## src/rtl/lic_pkg.sv

```systemverilog
package lic_pkg;
  localparam int          ID_W     = 10;
  localparam logic [9:0]  NONE_ID  = 10'd1023;
  localparam int          EXT_BASE = 32;
  localparam int          IPI_IDS  = 16;

  localparam logic [11:0] OFF_CTRL   = 12'h000;
  localparam logic [11:0] OFF_TRIG0  = 12'h014;
  localparam logic [11:0] OFF_IPI    = 12'h060;
  localparam logic [11:0] OFF_CLAIM  = 12'h06C;
  localparam logic [11:0] OFF_EN_SET = 12'h0A0;
  localparam logic [11:0] OFF_EN_CLR = 12'h0A4;
  localparam logic [11:0] OFF_DONE   = 12'h0B4;

  typedef enum logic [1:0] {
    TRG_LVL_HI = 2'd0,
    TRG_LVL_LO = 2'd1,
    TRG_RISE   = 2'd2,
    TRG_FALL   = 2'd3
  } trig_e;
endpackage

```

## src/rtl/lic_regs.sv

```systemverilog
module lic_regs
  import lic_pkg::*;
#(
  parameter int NUM_LOCAL = 32,
  parameter int NUM_CPU   = 8
) (
  input  logic                   clk,
  input  logic                   rst_n,
  input  logic                   wr,
  input  logic [11:0]            addr,
  input  logic [31:0]            wdata,
  output logic                   ctrl_en,
  output logic [2*NUM_LOCAL-1:0] trig,
  output logic [NUM_LOCAL-1:0]   en,
  output logic [31:0]            cfg_rdata,
  output logic                   done_vld,
  output logic [ID_W-1:0]        done_id,
  output logic                   ipi_vld,
  output logic [3:0]             ipi_id,
  output logic [NUM_CPU-1:0]     ipi_mask
);
  localparam int IDX_W = $clog2(NUM_LOCAL);
  localparam int TW    = (2*NUM_LOCAL + 31) / 32;

  logic               ctrl_q, ctrl_d;
  logic [TW*32-1:0]   trig_q, trig_d;
  logic [NUM_LOCAL-1:0] en_q, en_d;
  logic               id_local;

  assign id_local = (wdata < 32'(NUM_LOCAL));

  always_comb begin
    ctrl_d = ctrl_q;
    en_d   = en_q;
    trig_d = trig_q;
    if (wr) begin
      if (addr == OFF_CTRL) ctrl_d = wdata[0];
      if (addr == OFF_EN_SET && id_local) en_d[wdata[IDX_W-1:0]] = 1'b1;
      if (addr == OFF_EN_CLR && id_local) en_d[wdata[IDX_W-1:0]] = 1'b0;
      for (int w = 0; w < TW; w++) begin
        if (addr == OFF_TRIG0 + 12'(4*w)) trig_d[w*32 +: 32] = wdata;
      end
    end
  end

  always_ff @(posedge clk or negedge rst_n) begin
    if (!rst_n) begin
      ctrl_q <= 1'b0;
      en_q   <= '0;
      trig_q <= '0;
    end else begin
      ctrl_q <= ctrl_d;
      en_q   <= en_d;
      trig_q <= trig_d;
    end
  end

  always_comb begin
    cfg_rdata = 32'd0;
    if (addr == OFF_CTRL) cfg_rdata = {31'd0, ctrl_q};
    for (int w = 0; w < TW; w++) begin
      if (addr == OFF_TRIG0 + 12'(4*w)) cfg_rdata = trig_q[w*32 +: 32];
    end
  end

  assign ctrl_en  = ctrl_q;
  assign en       = en_q;
  assign trig     = trig_q[2*NUM_LOCAL-1:0];
  assign done_vld = wr && (addr == OFF_DONE);
  assign done_id  = wdata[ID_W-1:0];
  assign ipi_mask = wdata[8 +: NUM_CPU];
  assign ipi_id   = wdata[3:0];
  assign ipi_vld  = wr && (addr == OFF_IPI) && (|wdata[8 +: NUM_CPU]);

  // out-of-range identifiers leave the enable vector untouched
  a_r2_range_ignored: assert property (@(posedge clk) disable iff (!rst_n)
    (wr && (addr == OFF_EN_SET || addr == OFF_EN_CLR) && !id_local) |=> $stable(en_q));
endmodule

```

## src/rtl/lic_src.sv

```systemverilog
module lic_src
  import lic_pkg::*;
#(
  parameter int NUM_LOCAL = 32
) (
  input  logic                         clk,
  input  logic                         rst_n,
  input  logic [NUM_LOCAL-1:0]         src,
  input  logic [2*NUM_LOCAL-1:0]       trig,
  input  logic [NUM_LOCAL-1:0]         en,
  input  logic [IPI_IDS-1:0]           ipi_set,
  input  logic                         claim_vld,
  input  logic [$clog2(NUM_LOCAL)-1:0] claim_idx,
  input  logic                         done_vld,
  input  logic [$clog2(NUM_LOCAL)-1:0] done_idx,
  output logic [NUM_LOCAL-1:0]         cand
);
  logic [NUM_LOCAL-1:0] src_q, latch_q, latch_d, active_q, active_d, lvl, edg, ipi_hit;

  for (genvar i = 0; i < NUM_LOCAL; i++) begin : g_line
    trig_e mode;
    assign mode = trig_e'(trig[2*i +: 2]);
    assign lvl[i] = (mode == TRG_LVL_HI) ? src[i] :
                    (mode == TRG_LVL_LO) ? ~src[i] : 1'b0;
    assign edg[i] = (mode == TRG_RISE) ? (src[i] & ~src_q[i]) :
                    (mode == TRG_FALL) ? (~src[i] & src_q[i]) : 1'b0;
    if (i < IPI_IDS) begin : g_ipi
      assign ipi_hit[i] = ipi_set[i];
    end else begin : g_noipi
      assign ipi_hit[i] = 1'b0;
    end
    // clear on claim first, a new event in the same cycle wins
    assign latch_d[i] = (edg[i] | ipi_hit[i]) ? 1'b1 :
                        (claim_vld && claim_idx == i) ? 1'b0 : latch_q[i];
    assign active_d[i] = (claim_vld && claim_idx == i) ? 1'b1 :
                         (done_vld && done_idx == i) ? 1'b0 : active_q[i];
  end

  always_ff @(posedge clk or negedge rst_n) begin
    if (!rst_n) begin
      src_q    <= '0;
      latch_q  <= '0;
      active_q <= '0;
    end else begin
      src_q    <= src;
      latch_q  <= latch_d;
      active_q <= active_d;
    end
  end

  assign cand = (lvl | latch_q) & en & ~active_q;

  // a line is never claimed twice without a completion in between
  a_r5_no_double_claim: assert property (@(posedge clk) disable iff (!rst_n)
    claim_vld |-> !active_q[claim_idx]);
  // after a claim the line stays withheld
  a_r5_claim_holds: assert property (@(posedge clk) disable iff (!rst_n)
    (claim_vld && !done_vld) |=> !cand[$past(claim_idx)]);
  // completion releases the active flag
  a_r6_done_clears: assert property (@(posedge clk) disable iff (!rst_n)
    (done_vld && !claim_vld) |=> !active_q[$past(done_idx)]);
endmodule

```

## src/rtl/lic_arb.sv

```systemverilog
module lic_arb #(
  parameter int N = 64
) (
  input  logic                 clk,
  input  logic                 rst_n,
  input  logic [N-1:0]         req,
  output logic                 found,
  output logic [$clog2(N)-1:0] idx
);
  always_comb begin
    found = 1'b0;
    idx   = '0;
    for (int i = N-1; i >= 0; i--) begin
      if (req[i]) begin
        found = 1'b1;
        idx   = ($clog2(N))'(i);
      end
    end
  end

  // the chosen index is a live request
  a_r4_pick_valid: assert property (@(posedge clk) disable iff (!rst_n)
    found |-> req[idx]);
  a_r4_none_empty: assert property (@(posedge clk) disable iff (!rst_n)
    !found |-> (req == '0));
endmodule

```

## src/rtl/cpu_local_intc.sv

```systemverilog
module cpu_local_intc
  import lic_pkg::*;
#(
  parameter int NUM_LOCAL = 32,
  parameter int NUM_EXT   = 32,
  parameter int NUM_CPU   = 8
) (
  input  logic                       clk,
  input  logic                       rst_n,
  input  logic                       reg_wr,
  input  logic                       reg_rd,
  input  logic [11:0]                reg_addr,
  input  logic [31:0]                reg_wdata,
  output logic [31:0]                reg_rdata,
  input  logic [NUM_LOCAL-1:0]       local_src,
  input  logic [NUM_EXT-1:0]         ext_pend,
  output logic                       ext_claim_vld,
  output logic [$clog2(NUM_EXT)-1:0] ext_claim_idx,
  output logic                       ext_done_vld,
  output logic [$clog2(NUM_EXT)-1:0] ext_done_idx,
  input  logic [IPI_IDS-1:0]         ipi_in_set,
  output logic                       ipi_out_vld,
  output logic [3:0]                 ipi_out_id,
  output logic [NUM_CPU-1:0]         ipi_out_mask,
  output logic                       irq
);
  localparam int IDX_W = $clog2(NUM_LOCAL);
  localparam int EXT_W = $clog2(NUM_EXT);
  localparam int N     = NUM_LOCAL + NUM_EXT;
  localparam int AW    = $clog2(N);

  // reset: asynchronous assert, synchronous release
  logic rst_s1, rst_ni;
  always_ff @(posedge clk or negedge rst_n) begin
    if (!rst_n) begin
      rst_s1 <= 1'b0;
      rst_ni <= 1'b0;
    end else begin
      rst_s1 <= 1'b1;
      rst_ni <= rst_s1;
    end
  end

  logic                   ctrl_en, done_vld, ipi_vld;
  logic [2*NUM_LOCAL-1:0] trig;
  logic [NUM_LOCAL-1:0]   en, loc_cand;
  logic [31:0]            cfg_rdata;
  logic [ID_W-1:0]        done_id;
  logic [3:0]             ipi_id;
  logic [NUM_CPU-1:0]     ipi_mask;

  lic_regs #(.NUM_LOCAL(NUM_LOCAL), .NUM_CPU(NUM_CPU)) u_regs (
    .clk(clk), .rst_n(rst_ni), .wr(reg_wr), .addr(reg_addr), .wdata(reg_wdata),
    .ctrl_en(ctrl_en), .trig(trig), .en(en), .cfg_rdata(cfg_rdata),
    .done_vld(done_vld), .done_id(done_id),
    .ipi_vld(ipi_vld), .ipi_id(ipi_id), .ipi_mask(ipi_mask)
  );

  // claim decode
  logic          claim_rd, claim_go, claim_loc, claim_ext, found;
  logic [AW-1:0] win, eoff;
  logic [ID_W-1:0] win_id;
  logic [NUM_EXT-1:0] ext_act_q, ext_act_d, ext_cand;

  assign claim_rd  = reg_rd && (reg_addr == OFF_CLAIM);
  assign claim_go  = claim_rd && ctrl_en && found;
  assign claim_loc = claim_go && (win < AW'(NUM_LOCAL));
  assign claim_ext = claim_go && !(win < AW'(NUM_LOCAL));
  assign eoff      = win - AW'(NUM_LOCAL);
  assign win_id    = (win < AW'(NUM_LOCAL)) ? ID_W'(win)
                                            : ID_W'(EXT_BASE) + ID_W'(eoff);

  // completion decode
  logic            done_loc, done_ext;
  logic [ID_W-1:0] doff;
  assign doff     = done_id - ID_W'(EXT_BASE);
  assign done_loc = done_vld && (done_id < ID_W'(NUM_LOCAL));
  assign done_ext = done_vld && (done_id >= ID_W'(EXT_BASE)) && (doff < ID_W'(NUM_EXT));

  lic_src #(.NUM_LOCAL(NUM_LOCAL)) u_src (
    .clk(clk), .rst_n(rst_ni), .src(local_src), .trig(trig), .en(en),
    .ipi_set(ipi_in_set),
    .claim_vld(claim_loc), .claim_idx(win[IDX_W-1:0]),
    .done_vld(done_loc), .done_idx(done_id[IDX_W-1:0]),
    .cand(loc_cand)
  );

  assign ext_cand = ext_pend & ~ext_act_q;

  lic_arb #(.N(N)) u_arb (
    .clk(clk), .rst_n(rst_ni), .req({ext_cand, loc_cand}),
    .found(found), .idx(win)
  );

  always_comb begin
    ext_act_d = ext_act_q;
    if (done_ext)  ext_act_d[doff[EXT_W-1:0]] = 1'b0;
    if (claim_ext) ext_act_d[eoff[EXT_W-1:0]] = 1'b1;
  end

  // output and state registers
  logic [31:0]        rdata_q, rdata_d;
  logic               xc_vld_q, xd_vld_q, io_vld_q;
  logic [EXT_W-1:0]   xc_idx_q, xd_idx_q;
  logic [3:0]         io_id_q;
  logic [NUM_CPU-1:0] io_mask_q;

  always_comb begin
    rdata_d = cfg_rdata;
    if (claim_rd) rdata_d = {22'd0, claim_go ? win_id : NONE_ID};
  end

  always_ff @(posedge clk or negedge rst_ni) begin
    if (!rst_ni) begin
      ext_act_q <= '0;
      rdata_q   <= '0;
      xc_vld_q  <= 1'b0;
      xc_idx_q  <= '0;
      xd_vld_q  <= 1'b0;
      xd_idx_q  <= '0;
      io_vld_q  <= 1'b0;
      io_id_q   <= '0;
      io_mask_q <= '0;
    end else begin
      ext_act_q <= ext_act_d;
      if (reg_rd) rdata_q <= rdata_d;
      xc_vld_q <= claim_ext;
      if (claim_ext) xc_idx_q <= eoff[EXT_W-1:0];
      xd_vld_q <= done_ext;
      if (done_ext) xd_idx_q <= doff[EXT_W-1:0];
      io_vld_q <= ipi_vld;
      if (ipi_vld) begin
        io_id_q   <= ipi_id;
        io_mask_q <= ipi_mask;
      end
    end
  end

  assign reg_rdata     = rdata_q;
  assign ext_claim_vld = xc_vld_q;
  assign ext_claim_idx = xc_idx_q;
  assign ext_done_vld  = xd_vld_q;
  assign ext_done_idx  = xd_idx_q;
  assign ipi_out_vld   = io_vld_q;
  assign ipi_out_id    = io_id_q;
  assign ipi_out_mask  = io_mask_q;
  assign irq           = ctrl_en && found;

  // an external claim targets a pending, in-range line
  a_r9_ext_claim_pending: assert property (@(posedge clk) disable iff (!rst_ni)
    claim_ext |-> (eoff < AW'(NUM_EXT)) && ext_pend[eoff[EXT_W-1:0]]);
  // an empty or disabled claim read answers 1023
  a_r4_empty_read: assert property (@(posedge clk) disable iff (!rst_ni)
    (claim_rd && !claim_go) |=> (reg_rdata == 32'd1023));
  // an outgoing IPI never carries an empty mask
  a_r7_mask_nonzero: assert property (@(posedge clk) disable iff (!rst_ni)
    ipi_out_vld |-> (ipi_out_mask != '0));
  // no claim side effect while disabled
  a_r1_disabled_quiet: assert property (@(posedge clk) disable iff (!rst_ni)
    (claim_rd && !ctrl_en) |=> !ext_claim_vld);
endmodule

```

## config.mk

```make
export PLATFORM = sky130hd
export DESIGN_NAME = cpu_local_intc
export DESIGN_NICKNAME = d
export VERILOG_FILES = /design/src/rtl/lic_pkg.sv /design/src/rtl/lic_regs.sv /design/src/rtl/lic_src.sv /design/src/rtl/lic_arb.sv /design/src/rtl/cpu_local_intc.sv
export SDC_FILE = /design/constraint.sdc
export NUM_CORES = 1
export LEC_CHECK = 0
export BUFFER_PORTS_ARGS = -buffer_cell sky130_fd_sc_hd__buf_2
export CAP_MARGIN = 20
export CELL_PAD_IN_SITES_DETAIL_PLACEMENT = 0
export CELL_PAD_IN_SITES_GLOBAL_PLACEMENT = 2
export CORE_MARGIN = 10
export CORE_UTILIZATION = 41
export DETAILED_ROUTE_END_ITERATION = 6
export PLACE_DENSITY_LB_ADDON = 0.1
export SLEW_MARGIN = 5
export SYNTH_ARGS = -nofsm -noshare
export SYNTH_HDL_FRONTEND = slang
export SYNTH_HIERARCHICAL = 1
export SYNTH_SLANG_ARGS = --single-unit
```

## constraint.sdc

```tcl
create_clock -name clk -period 13.25 [get_ports clk]
set_input_delay 1.325 -clock clk [delete_from_list [all_inputs] [get_ports clk]]
set_output_delay 1.325 -clock clk [all_outputs]
set_load 0.005 [all_outputs]
```

* Yosys cells after proc, flatten, opt, wreduce, memory -nomap -nowiden *
Cells that the tools add are included.
Widths: inputs -> output; s select.

cells by class
  $add $sub $neg = 3
  magnitude comparators = 11
  equality and inequality tests = 165
  mux-type cells = 401
  bitwise gates (word level) = 156
  reduce and logical (&&, ||, !) cells = 185

operator list
  kind                 number
  $mux 6               64
  $mux 1               324
  $mux 32              8
  $and 32x32->32       5
  $eq 5x5->1 const B   32
  $eq 2x2->1 const B   64
  $not 32->32          4
  $reduce_bool 2->1    64
  $or 32x32->32        3
  $logic_and 1x1->1    81
  $eq 5x4->1 const B   16
  $and 1x1->1          64
  $eq 2x1->1 const B   32
  $logic_not 2->1      32
  $not 1->1            64
  $eq 5x3->1 const B   8
  $eq 12x8->1 const B  3
  $lt 32x6->1 const B  1
  $eq 12x5->1 const B  2
  $eq 12x7->1 const B  2
  $eq 5x2->1 const B   4
  $lt 10x6->1 const B  2
  $lt 5x6->1 const B   3
  $or 1x1->1           16
  other kinds (15)     23

word-level totals
  bits in registers = 284
  input bits = 128
  output and inout bits = 58
  logic and storage cells = 1,001

* Logic depth before layout (Yosys ltp) *
Gate-level depths: netlist of run 1.

  word-level depth = 73
  mapped depth = 14
  mapped depth without buffers = 13

* By module *
Netlist of run 1, hierarchy kept.

modules (own cells, without submodules)
  module          times used  cells each  area an instance (um^2)
  lic_regs        1           403         5,007.3
  lic_src         1           476         4,695.8
  cpu_local_intc  1           398         4,161.5
  lic_arb         1           140         763.2

* Worst setup path after synthesis of run 1 *
Ideal clock, no wire load.

  kind = input to output
  start point = input port local_src[31]
  end point = output port irq
  arrival = 2.937 ns
  required time = 11.925 ns
  setup slack = 8.988 ns
  stages = 9
  buffers on the path = 0
  cell sequence = xor2_1 -> a21oi_1 -> nor3b_1 -> or4_4 -> or2_1 -> nor3_1 -> nand2_1 -> nand2_1 -> inv_1

on the way
  longest elaborated chain between the ends = 39

RTL lines
  element                         line                   text
  start, declared                 cpu_local_intc.sv:15   input logic [NUM_LOCAL-1:0] local_src,
  $not 1->1                       lic_src.sv:24          (mode == TRG_LVL_LO) ? ~src[i] : 1'b0;
  $mux 1                          lic_src.sv:24
  $mux 1 *                        lic_src.sv:23          assign lvl[i] = (mode == TRG_LVL_HI) ? src[i] :
  $or 32x32->32 *                 lic_src.sv:51          assign cand = (lvl | latch_q) & en & ~active_q;
  $and 32x32->32 * (2 in series)  lic_src.sv:51
  via loc_cand[31]                cpu_local_intc.sv:46   logic [NUM_LOCAL-1:0] en, loc_cand;
  $mux 1 * (32 in series)         lic_arb.sv:14          if (req[i]) begin
  via found                       cpu_local_intc.sv:60   logic claim_rd, claim_go, claim_loc, claim_ext, found;
  $logic_and 1x1->1 *             cpu_local_intc.sv:147  assign irq = ctrl_en && found;
  end, declared                   cpu_local_intc.sv:25   output logic irq

Mark *: on every way through the listed nets, which the timed path passes. The rest lies on a longest branch.

* Final worst setup path of run 1 *
  start point = input port local_src[7]
  end point = output port irq

on the way
  longest elaborated chain between the ends = 15

RTL lines
  element                         line
  $not 1->1                       lic_src.sv:24
  $mux 1                          lic_src.sv:24
  $mux 1 *                        lic_src.sv:23
  $or 32x32->32 *                 lic_src.sv:51
  $and 32x32->32 * (2 in series)  lic_src.sv:51
  via loc_cand[7]                 cpu_local_intc.sv:46
  $mux 1 * (8 in series)          lic_arb.sv:14
  via found                       cpu_local_intc.sv:60
  $logic_and 1x1->1 *             cpu_local_intc.sv:147

Marks and branches as above.

==> impl_metrics.py, run 1 <==
metrics = {
    "clocking": {
        "cts_root_buffer": "clkbuf_16",
        "cts_hold_buf": 0,
        "post_cts_resized": 0,
        "htreeDepth": 2,
        "clkTransAtPathRegs_ns": 0.06,
        "clock_latency_ns": 0.51,
        "cts_tree": "built",
        "cts.sinks": 284,
        "postCtsSetupBuffers": 0,
        "clk_path_buf_depth": 3,
        "cts_inserted_buffers": 34,
    },
    "global_route": {
        "grt_pass1_wl_mm": 75.2,
        "antenna_found_initial": 1,
        "grt_usage_pct": 21.9,
        "grt.overflow.total": 0,
        "grt_pass1_vias": 12100,
        "grt_max_degree": 80,
    },
    "pwr": {
        "power_mw": 1.92,
        "peakVddDrop_mv": 0.0998,
        "power_density_nw_per_um2": 114,
        "power_leakage_nw": 7.96,
    },
    "synth": {
        "synthTopCellsByArea": "dfrtp_1, mux2_4, a21oi_1, nand2_1, o21ai_0",
        "post-synth-top-count-cell": "dfrtp_1",
        "synth_fa_ha_area_share_pct": 0.0855,
        "synth-warning-count": 6,
        "netlist_instances": 1417,
        "synth_simple_gate_area_share_pct": 21.1,
        "synthXorXnorAreaFrac_pct": 1.98,
        "async_reset_ff_share_pct": 100,
        "yosys.cell_types.count": 81,
        "synth_fp_nets": 1546,
        "synth.cell_area_um2": 14600,
        "synth.top_cell.area_share_pct": 48.6,
        "synth_top_family_by_area": "simple AND/OR/NAND/NOR gates",
        "synth_area_per_cell_um2": 10.3,
        "ys_ff_latch": 284,
        "ys.flop_type": "dfrtp_1",
        "synth_edf_count": 0,
        "yosys.area.top_type": "dfrtp_1",
        "synthMuxAreaShare_pct": 8.13,
        "synth_common_cells": "dfrtp_1, nand2_1, a21oi_1",
        "synth_compound_area_share_pct": 15.1,
        "ys_seq_area_share_pct": 48.6,
    },
    "run_status": {
        "status": "completed",
    },
    "detailed_routing": {
        "vias": 11700,
        "drc_errors": 0,
        "drt-total-wl_mm": 48.5,
        "drt_iter0_drc": 744,
        "post_drt_wl_per_cell_um": 23.5,
        "firstDrtPassIters": 5,
        "via_per_inst": 5.67,
        "antenna_left": 0,
    },
    "timing": {
        "setup_violations": 0,
        "hold_viol": 0,
        "fin_skew_ns": 0.0200,
        "drv_slew": 0,
        "fin_crit_sh_pct": 38.5,
        "fmax_ghz": 0.196,
        "fin_tns_setup_ns": 0,
        "maxSlewHeadroom_pct": 22.9,
        "rsz0062_at_grt": "no",
        "fin_crit_ns": 5.10,
        "tightest_slew_ns": 1.15,
    },
    "layout": {
        "n_antenna_cell": 0,
        "seq_area_um2": 7110,
        "fill_cells": 3393,
        "nNetsFinal": 1705,
        "multi_input_area_um2": 6790,
        "area_growth_pct": 15.6,
        "drive_above_1_share_pct": 23.6,
    },
    "setup_path": {
        "crit_family": "simple AND/OR/NAND/NOR gates",
        "critPathCaptureType": "primary output",
        "cp.required_ns": 11.93,
        "cp.arrival_ns": 3.77,
        "cp_slowest_cell": "nor4_1",
        "cpPeakStageDelay_ns": 0.63,
        "crit_type": "input pin to primary output",
        "cp_max_fo": 8,
        "path_buf_inv": 3,
        "critPathLaunchType": "input pin",
        "cp_cell_sequence": "buf_2, xor2_1, a21oi_1, nor3b_1, nor4_1, nand3_1, nor3_1, nand2_1, nand2_1, inv_1, buf_2",
    },
    "floorplan": {
        "ios": 186,
        "rows": 69,
        "die_w_um": 209,
        "start_util_pct": 41.3,
        "core_um2": 35400,
        "fp.dieH_um": 209,
        "dieArea_um2": 43600,
    },
    "hold_path": {
        "hold_class": "register to async pin",
    },
    "flow_run": {
        "cap_violations": 0,
    },
    "placement": {
        "gp_congestion": 0.865,
        "io_buffers": 185,
        "dp_hpwl_mm": 35.0,
    },
}
[layout make-up]
| class | instances | area share (%) |
|---|---|---|
| multi-input cells | 987 | 40.1 |
| flip-flops and latches | 284 | 42.0 |
| clock buffers | 52 | 6.03 |
| repair buffers | 199 | 6.45 |
| clock inverters | 7 | 0.377 |
| well taps | 461 | 3.41 |
| inverters | 70 | 1.55 |
[placed cells by master, fill, tap and decap left out, drive strengths merged, types with 39 or more instances in the layout]
cell	n
inv	71
nand2b	43
buf	199
a21oi	109
mux2	85
nand3	47
clkbuf	52
o31ai	42
nor2b	45
nand2	139
nor2	54
dfrtp	284
nor3b	39
o21ai	109
[flip-flops by register name, indices dropped and copies added (netlist names), 5 cells and up]
signal          flops
u_regs/en          32
u_src/active_q     32
u_src/src_q        32
ipi_out_mask        8
u_src/latch_q      32
u_regs/trig        64
reg_rdata          32
ext_done_idx        5
ext_claim_idx       5
ext_act_q          32
[where the power goes]
part	total (mW)	switching, mW	internal [mW]
sequential	0.884	0.00715	0.877
combinational	0.129	0.0871	0.0416
clock	0.912	0.363	0.549
total	1.92	0.458	1.47
[worst reg2reg max path, delay by kind of cell, from the launching register on]
family	cells	cell delay, ns
AND/OR/NAND/NOR	4	2.02
AO/OA/AOI/OAI	5	1.65
flip-flops	1	0.44
XOR/XNOR	1	0.19
[cell families (layout without fill, tap and decap cells)]
family          Yosys count  count (layout)
compound gates          357             357
xor+xnor                 33              33
fa+ha+maj                 1               1
buf+inv                 146             328
flops                   284             284
mux                      85              85
other cells               1               1
simple gates            510             510
[worst paths after layout]
| path | start | end | slack [ns] | cells after the start |
|---|---|---|---|---|
| hold / removal | rst_ni | reg_rdata[4] | 0.27 | 0 |
| min in group clk | rst_s1 | rst_ni | 0.35 | 0 |
| max in group asynchronous | rst_ni | u_regs/en[14] | 11.30 | 3 |
| setup / recovery | local_src[7] | irq | 8.15 | 11 |
| hold reg to reg | rst_ni | reg_rdata[4] | 0.27 | 0 |
| setup reg to reg | u_regs/trig[46] | u_src/latch_q[2] | 8.82 | 10 |
[stage by stage]
step | setup slack [ns] | area, um^2 | instances | hold WS [ns] | utilization (%)
after global routing | 7.96 | 16900 | 2060 | 0.294 | 47.8
after global placement | 7.98 | 15800 | 1998 | 0.338 | 44.5
after CTS | 8.16 | 16900 | 2058 | 0.356 | 47.6
after detailed placement | 7.91 | 15800 | 1999 | 0.341 | 44.6
final | 8.15 | 16900 | 2060 | 0.270 | 47.8
after floorplan | 4.75 | 14600 | 1417 | 0.331 | -
[metal layers]
layer,track usage [%],share of wire [%],vias up
li1,-,-,5415
met1,30.4,46,5886
met2,34.5,46,339
met3,4.73,6.1,48
met4,4.64,1.6,0
met5,0,0,-
No activity file was read; power rests on OpenSTA's default activity.
==> inputs of run 2 (changes only) <==
CORE_UTILIZATION = 38   (was 41)
clock period = 4.92 ns   (was 13.25 ns; I/O delays follow)
==> run 2 against run 1 <==
Net effect:
- first-iteration DRC count is 10% higher
- count of clock-buffer cells in the layout stayed put
- clock skew is 0.0048 ns lower
- critical endpoint is now u_src/latch_q[10]
- worst setup slack worse by 7.3 ns
- sequential share of layout area is 0.38 points lower
- register-to-register slack worse by 8.0 ns
- hold slack worse by 0.17 ns
==> impl_metrics.py, run 2 (synthesis results as in run 1) <==
metrics = {
    "clocking": {
        "postCtsSetupBuffers": 0,
        "htreeDepth": 2,
        "cts.sinks": 284,
        "clock_latency_ns": 0.55,
        "cts_inserted_buffers": 36,
        "cts_tree": "built",
        "cts_root_buffer": "clkbuf_16",
        "cts_hold_buf": 1,
        "clkTransAtPathRegs_ns": 0.06,
        "clk_path_buf_depth": 3,
        "post_cts_resized": 0,
    },
    "setup_path": {
        "cp.required_ns": 5.36,
        "cp.arrival_ns": 4.51,
        "r2r_end": "u_src/latch_q[10]",
        "reg2reg_from": "u_regs/trig[44]",
        "ff2ff_setup_slack_ns": 0.84,
        "crit_type": "register to register",
        "rr_worst_depth": 11,
        "critPathLaunchType": "register",
        "critPathCaptureType": "register",
        "cp_max_fo": 9,
    },
    "timing": {
        "maxSlewHeadroom_pct": 29.2,
        "fin_crit_sh_pct": 82.9,
        "setup_violations": 0,
        "fin_skew_ns": 0.0151,
        "rsz0062_at_grt": "no",
        "fmax_ghz": 0.245,
        "fin_tns_setup_ns": 0,
        "drv_slew": 0,
        "fin_crit_ns": 4.08,
        "fin_hold_ws_ns": 0.0983,
        "hold_viol": 0,
        "tightest_slew_ns": 1.05,
    },
    "layout": {
        "area_growth_pct": 16.7,
        "drive_above_1_share_pct": 24.1,
        "nNetsFinal": 1713,
        "utilization_pct": 45.1,
        "largest_reg_flops": 64,
        "fill_cells": 3748,
        "stdcell_area_um2": 17100,
        "final_common_cell": "dfrtp_1",
        "n_antenna_cell": 0,
        "layout.cells.most_common_list": "dfrtp_1, buf_2, nand2_1, a21oi_1, o21ai_0",
        "seq_area_um2": 7110,
        "multi_input_area_um2": 6790,
    },
    "pwr": {
        "power_mw": 5.38,
        "power_leakage_nw": 8.02,
        "peakVddDrop_mv": 0.258,
        "power_density_nw_per_um2": 315,
        "p_seq_share_pct": 44.3,
        "netSwitchingFraction_pct": 24.2,
        "p_sw_mw": 1.30,
        "combPwrFrac_pct": 6.4,
        "internal_power_mw": 4.08,
        "clockPowerShare_pct": 49.3,
    },
    "flow_run": {
        "cap_violations": 0,
    },
    "global_route": {
        "grt_max_degree": 151,
        "grt_pass1_wl_mm": 75.2,
        "grt.overflow.total": 0,
        "grt_pass1_vias": 11900,
        "antenna_found_initial": 1,
        "grt_usage_pct": 20.9,
    },
    "detailed_routing": {
        "firstDrtPassIters": 5,
        "drt_iter0_drc": 822,
        "antenna_left": 0,
        "vias": 11600,
        "via_per_inst": 5.49,
        "drc_errors": 0,
        "post_drt_wl_per_cell_um": 23.5,
        "drt-total-wl_mm": 49.8,
    },
    "floorplan": {
        "dieArea_um2": 46700,
        "ios": 186,
        "start_util_pct": 38.7,
        "die_w_um": 216,
        "rows": 71,
        "core_um2": 37800,
        "fp.dieH_um": 216,
    },
    "placement": {
        "io_buffers": 185,
        "dp_hpwl_mm": 35.9,
        "gp_congestion": 0.860,
        "placed_area_um2": 15900,
    },
    "run_status": {
        "status": "completed",
    },
    "hold_path": {
        "whs_endpoint": "u_src/src_q[25]",
        "hold_class": "input pin to register",
        "hp-start": "local_src[25]",
        "min_delay_path_depth": 1,
    },
}
run 2: worst max-delay path: stages, from the launching register on:
cell and delay [ns]:
dfrtp_1 0.42, xor2_1 0.17, a21oi_1 0.10, nor3b_1 0.73
nor2_1 0.16, a2111oi_0 0.38, o21ai_0 0.18, a21oi_1 0.65
nor2b_1 0.47, buf_4 0.26, nand2_1 0.11, a221o_1 0.35
run 2: per-layer routing:
metal | global-route usage, % | share of wire [%] | up-vias
li1 | - | - | 5438
met1 | 29.3 | 48 | 5828
met2 | 31.8 | 45 | 317
met3 | 4.32 | 6.0 | 56
met4 | 6.04 | 1.8 | 0
met5 | 0 | 0 | -
run 2: final cells by class:
type	instances	area share [%]
well taps	511	3.75
multi-input cells	987	39.8
inverters	70	1.54
flip-flops and latches	284	41.7
clock buffers	52	6.22
repair buffers	205	6.38
clock inverters	11	0.696
run 2: stage by stage:
step,cells,setup WS [ns]
after floorplan,1417,0.268
after global placement,2055,0.833
after detailed placement,2055,0.685
after CTS,2119,0.861
after global routing,2120,0.485
final,2120,0.842
run 2: worst max path at each step:
stage                                from                end  slack [ns]  depth (start not counted)
after floorplan                    rst_ni       ext_act_q[0]        0.27                          0
after global placement      local_src[22]   u_src/latch_q[6]        0.83                         12
after detailed placement    local_src[22]  u_src/latch_q[10]        0.69                         12
after CTS                 u_regs/trig[44]  u_src/latch_q[14]        0.86                         11
after global routing      u_regs/trig[44]  u_src/latch_q[14]        0.48                         11
final                     u_regs/trig[44]  u_src/latch_q[10]        0.84                         11
run 2: power by group through the flow:
stage                     logic [mW]  registers [mW]  clock network [mW]
after global placement         0.344            2.43                   0
after floorplan                0.151            2.45                   0
after detailed placement       0.345            2.43                   0
final                          0.343            2.38                2.65
after CTS                      0.347            2.38                2.71
after global routing           0.376            2.39                2.81
==> inputs of run 3 (changes only) <==
CORE_UTILIZATION = 34   (was 38)
clock period = 3.3 ns   (was 4.92 ns; I/O delays follow)
==> run 3 against run 2 <==
Net effect:
- non-clock buffer count grew 154
- combinational power increased by 72%
- cell count rose by 8.6%
- first-iteration DRC count shrank 14%
- highest routed layer unchanged
==> impl_metrics.py, run 3 (synthesis results as in run 1) <==
metrics = {
    "run_status": {
        "status": "completed",
    },
    "placement": {
        "placed_area_um2": 16800,
        "place_ws_ns": -0.135,
        "io_buffers": 185,
        "dp_hpwl_mm": 38.4,
        "gp_congestion": 0.856,
    },
    "setup_path": {
        "cp.arrival_ns": 3.70,
        "cp_slowest_cell": "or4_4",
        "crit_type": "register to register",
        "cpPeakStageDelay_ns": 0.57,
        "ff2ff_setup_slack_ns": 0.02,
        "r2r_end": "u_src/latch_q[1]",
        "cp_cell_sequence": "xor2_1, a21oi_2, nor3b_2, or4_4, or2_4, a311oi_4, nor2_4, buf_6, nor4b_4, nand2_1, a221o_1",
        "cp.required_ns": 3.71,
        "critPathCaptureType": "register",
        "critPathLaunchType": "register",
        "cp_max_fo": 7,
        "rr_worst_depth": 11,
        "reg2reg_from": "u_regs/trig[60]",
    },
    "global_route": {
        "antenna_found_initial": 0,
        "grt_pass1_vias": 12700,
        "grt_usage_pct": 20.1,
        "grt.overflow.total": 0,
        "grt_pass1_wl_mm": 78.9,
        "grt_max_degree": 80,
    },
    "clocking": {
        "clkTransAtPathRegs_ns": 0.06,
        "clk_path_buf_depth": 3,
        "cts_tree": "built",
        "cts_root_buffer": "clkbuf_16",
        "cts_inserted_buffers": 36,
        "htreeDepth": 2,
        "cts.sinks": 284,
        "clock_latency_ns": 0.55,
    },
    "pwr": {
        "power_density_nw_per_um2": 428,
        "combPwrFrac_pct": 7.4,
        "clockPowerShare_pct": 48.2,
        "internal_power_mw": 6.04,
        "peakVddDrop_mv": 0.262,
        "power_leakage_nw": 8.89,
        "p_seq_share_pct": 44.4,
        "p_sw_mw": 1.96,
        "netSwitchingFraction_pct": 24.5,
    },
    "detailed_routing": {
        "antenna_left": 0,
        "drt-total-wl_mm": 52.1,
        "top_layer": "met4",
        "wl_met2_mm": 23.8,
        "drt_iter0_drc": 711,
        "firstDrtPassIters": 4,
        "vias": 12100,
        "wl_met1_mm": 24.9,
        "via_per_inst": 5.27,
        "route.met3.wl_mm": 2.29,
        "drc_errors": 0,
        "post_drt_wl_per_cell_um": 22.6,
    },
    "floorplan": {
        "die_w_um": 227,
        "rows": 75,
        "start_util_pct": 34.6,
        "fp.dieH_um": 227,
        "core_um2": 42200,
        "dieArea_um2": 51700,
        "ios": 186,
    },
    "hold_path": {
        "hold_class": "input pin to register",
        "min_delay_path_depth": 2,
        "whs_endpoint": "u_src/latch_q[15]",
        "hp-start": "ipi_in_set[15]",
    },
    "timing": {
        "fin_skew_ns": 0.0204,
        "hold_viol": 0,
        "tightest_slew_ns": 0.808,
        "fin_crit_ns": 3.28,
        "fin_crit_sh_pct": 99.5,
        "layout_setup_ws_ns": 0.0159,
        "maxSlewHeadroom_pct": 45.7,
        "rsz0062_at_grt": "yes",
        "setup_violations": 0,
        "drv_slew": 0,
        "fmax_ghz": 0.304,
    },
    "layout": {
        "layout.cells.most_common_list": "dfrtp_1, buf_2, nand2_1, buf_4, a21oi_1",
        "drive_above_1_share_pct": 31.6,
        "area_growth_pct": 27.9,
        "stdcell_area_um2": 18700,
        "final_common_cell": "dfrtp_1",
        "largest_reg_flops": 64,
        "nNetsFinal": 1867,
    },
    "flow_run": {
        "cap_violations": 0,
    },
}
==> run 3: how the worst max path moves through the flow <==
stage | to | cells past startpoint | slack (ns) | from
6_report | u_src/latch_q[1] | 11 | 0.02 | u_regs/trig[60]
5_1_grt | u_src/latch_q[1] | 11 | -0.11 | u_regs/trig[60]
4_1_cts | irq | 11 | -0.01 | u_regs/trig[62]
3_5_place_dp | u_src/latch_q[3] | 12 | -0.13 | local_src[31]
3_3_place_gp | u_src/latch_q[0] | 12 | -0.13 | local_src[30]
2_1_floorplan | u_src/active_q[0] | 9 | 0.27 | reg_addr[9]
==> run 3: area by class of cell <==
class,instances,area (um^2)
flip-flops and latches,284,7110
inverters,70,263
well taps,539,674
fillers,4152,23500
repair buffers,359,2400
diodes,1,2.50
clock buffers,53,1060
clock inverters,10,85.1
multi-input cells,987,7110
==> run 3: repair_timing <==
item	CTS	global route
setup buffers	0	3
pin swaps	6	21
endpoints found under the setup margin	26	78
resized for setup	12	60
hold endpoints to repair	43	0
hold buffers	42	0
==> run 3: worst max-delay path, delay by kind of cell, from the launching register on <==
family,cells,cell delay (ns)
buffers and inverters,1,0.13
flip-flops,1,0.39
AO/OA/AOI/OAI,3,0.82
XOR/XNOR,1,0.18
AND/OR/NAND/NOR,6,1.62
==> run 3: layer usage <==
metal / global-route usage (%) / vias to the layer above
li1: - / 5740
met1: 27.9 / 6076
met2: 31.9 / 257
met3: 3.71 / 56
met4: 4.58 / 0
met5: 0 / -
==> run 3: power by group through the flow <==
stage / registers, mW / logic (mW) / clock network (mW)
finish: 3.55 / 0.591 / 3.86
detailed placement: 3.62 / 0.552 / 0
global placement: 3.61 / 0.550 / 0
global route: 3.56 / 0.647 / 4.10
CTS: 3.55 / 0.595 / 3.96
floorplan: 3.65 / 0.225 / 0
==> run 3: metrics by stage <==
| step | std cells | power (mW) | TNS [ns] | hold WS [ns] | utilization, % |
|---|---|---|---|---|---|
| after CTS | 2300 | 8.11 | -0.0105 | 0.000534 | 43.6 |
| final | 2303 | 8.00 | 0 | 0.0157 | 44.3 |
| after global placement | 2195 | 4.16 | -1.84 | 0.117 | 39.7 |
| after floorplan | 1417 | 3.87 | 0 | 0.0344 | - |
| after detailed placement | 2195 | 4.17 | -1.89 | 0.117 | 39.7 |
| after global routing | 2302 | 8.31 | -0.494 | 0.00465 | 44.3 |
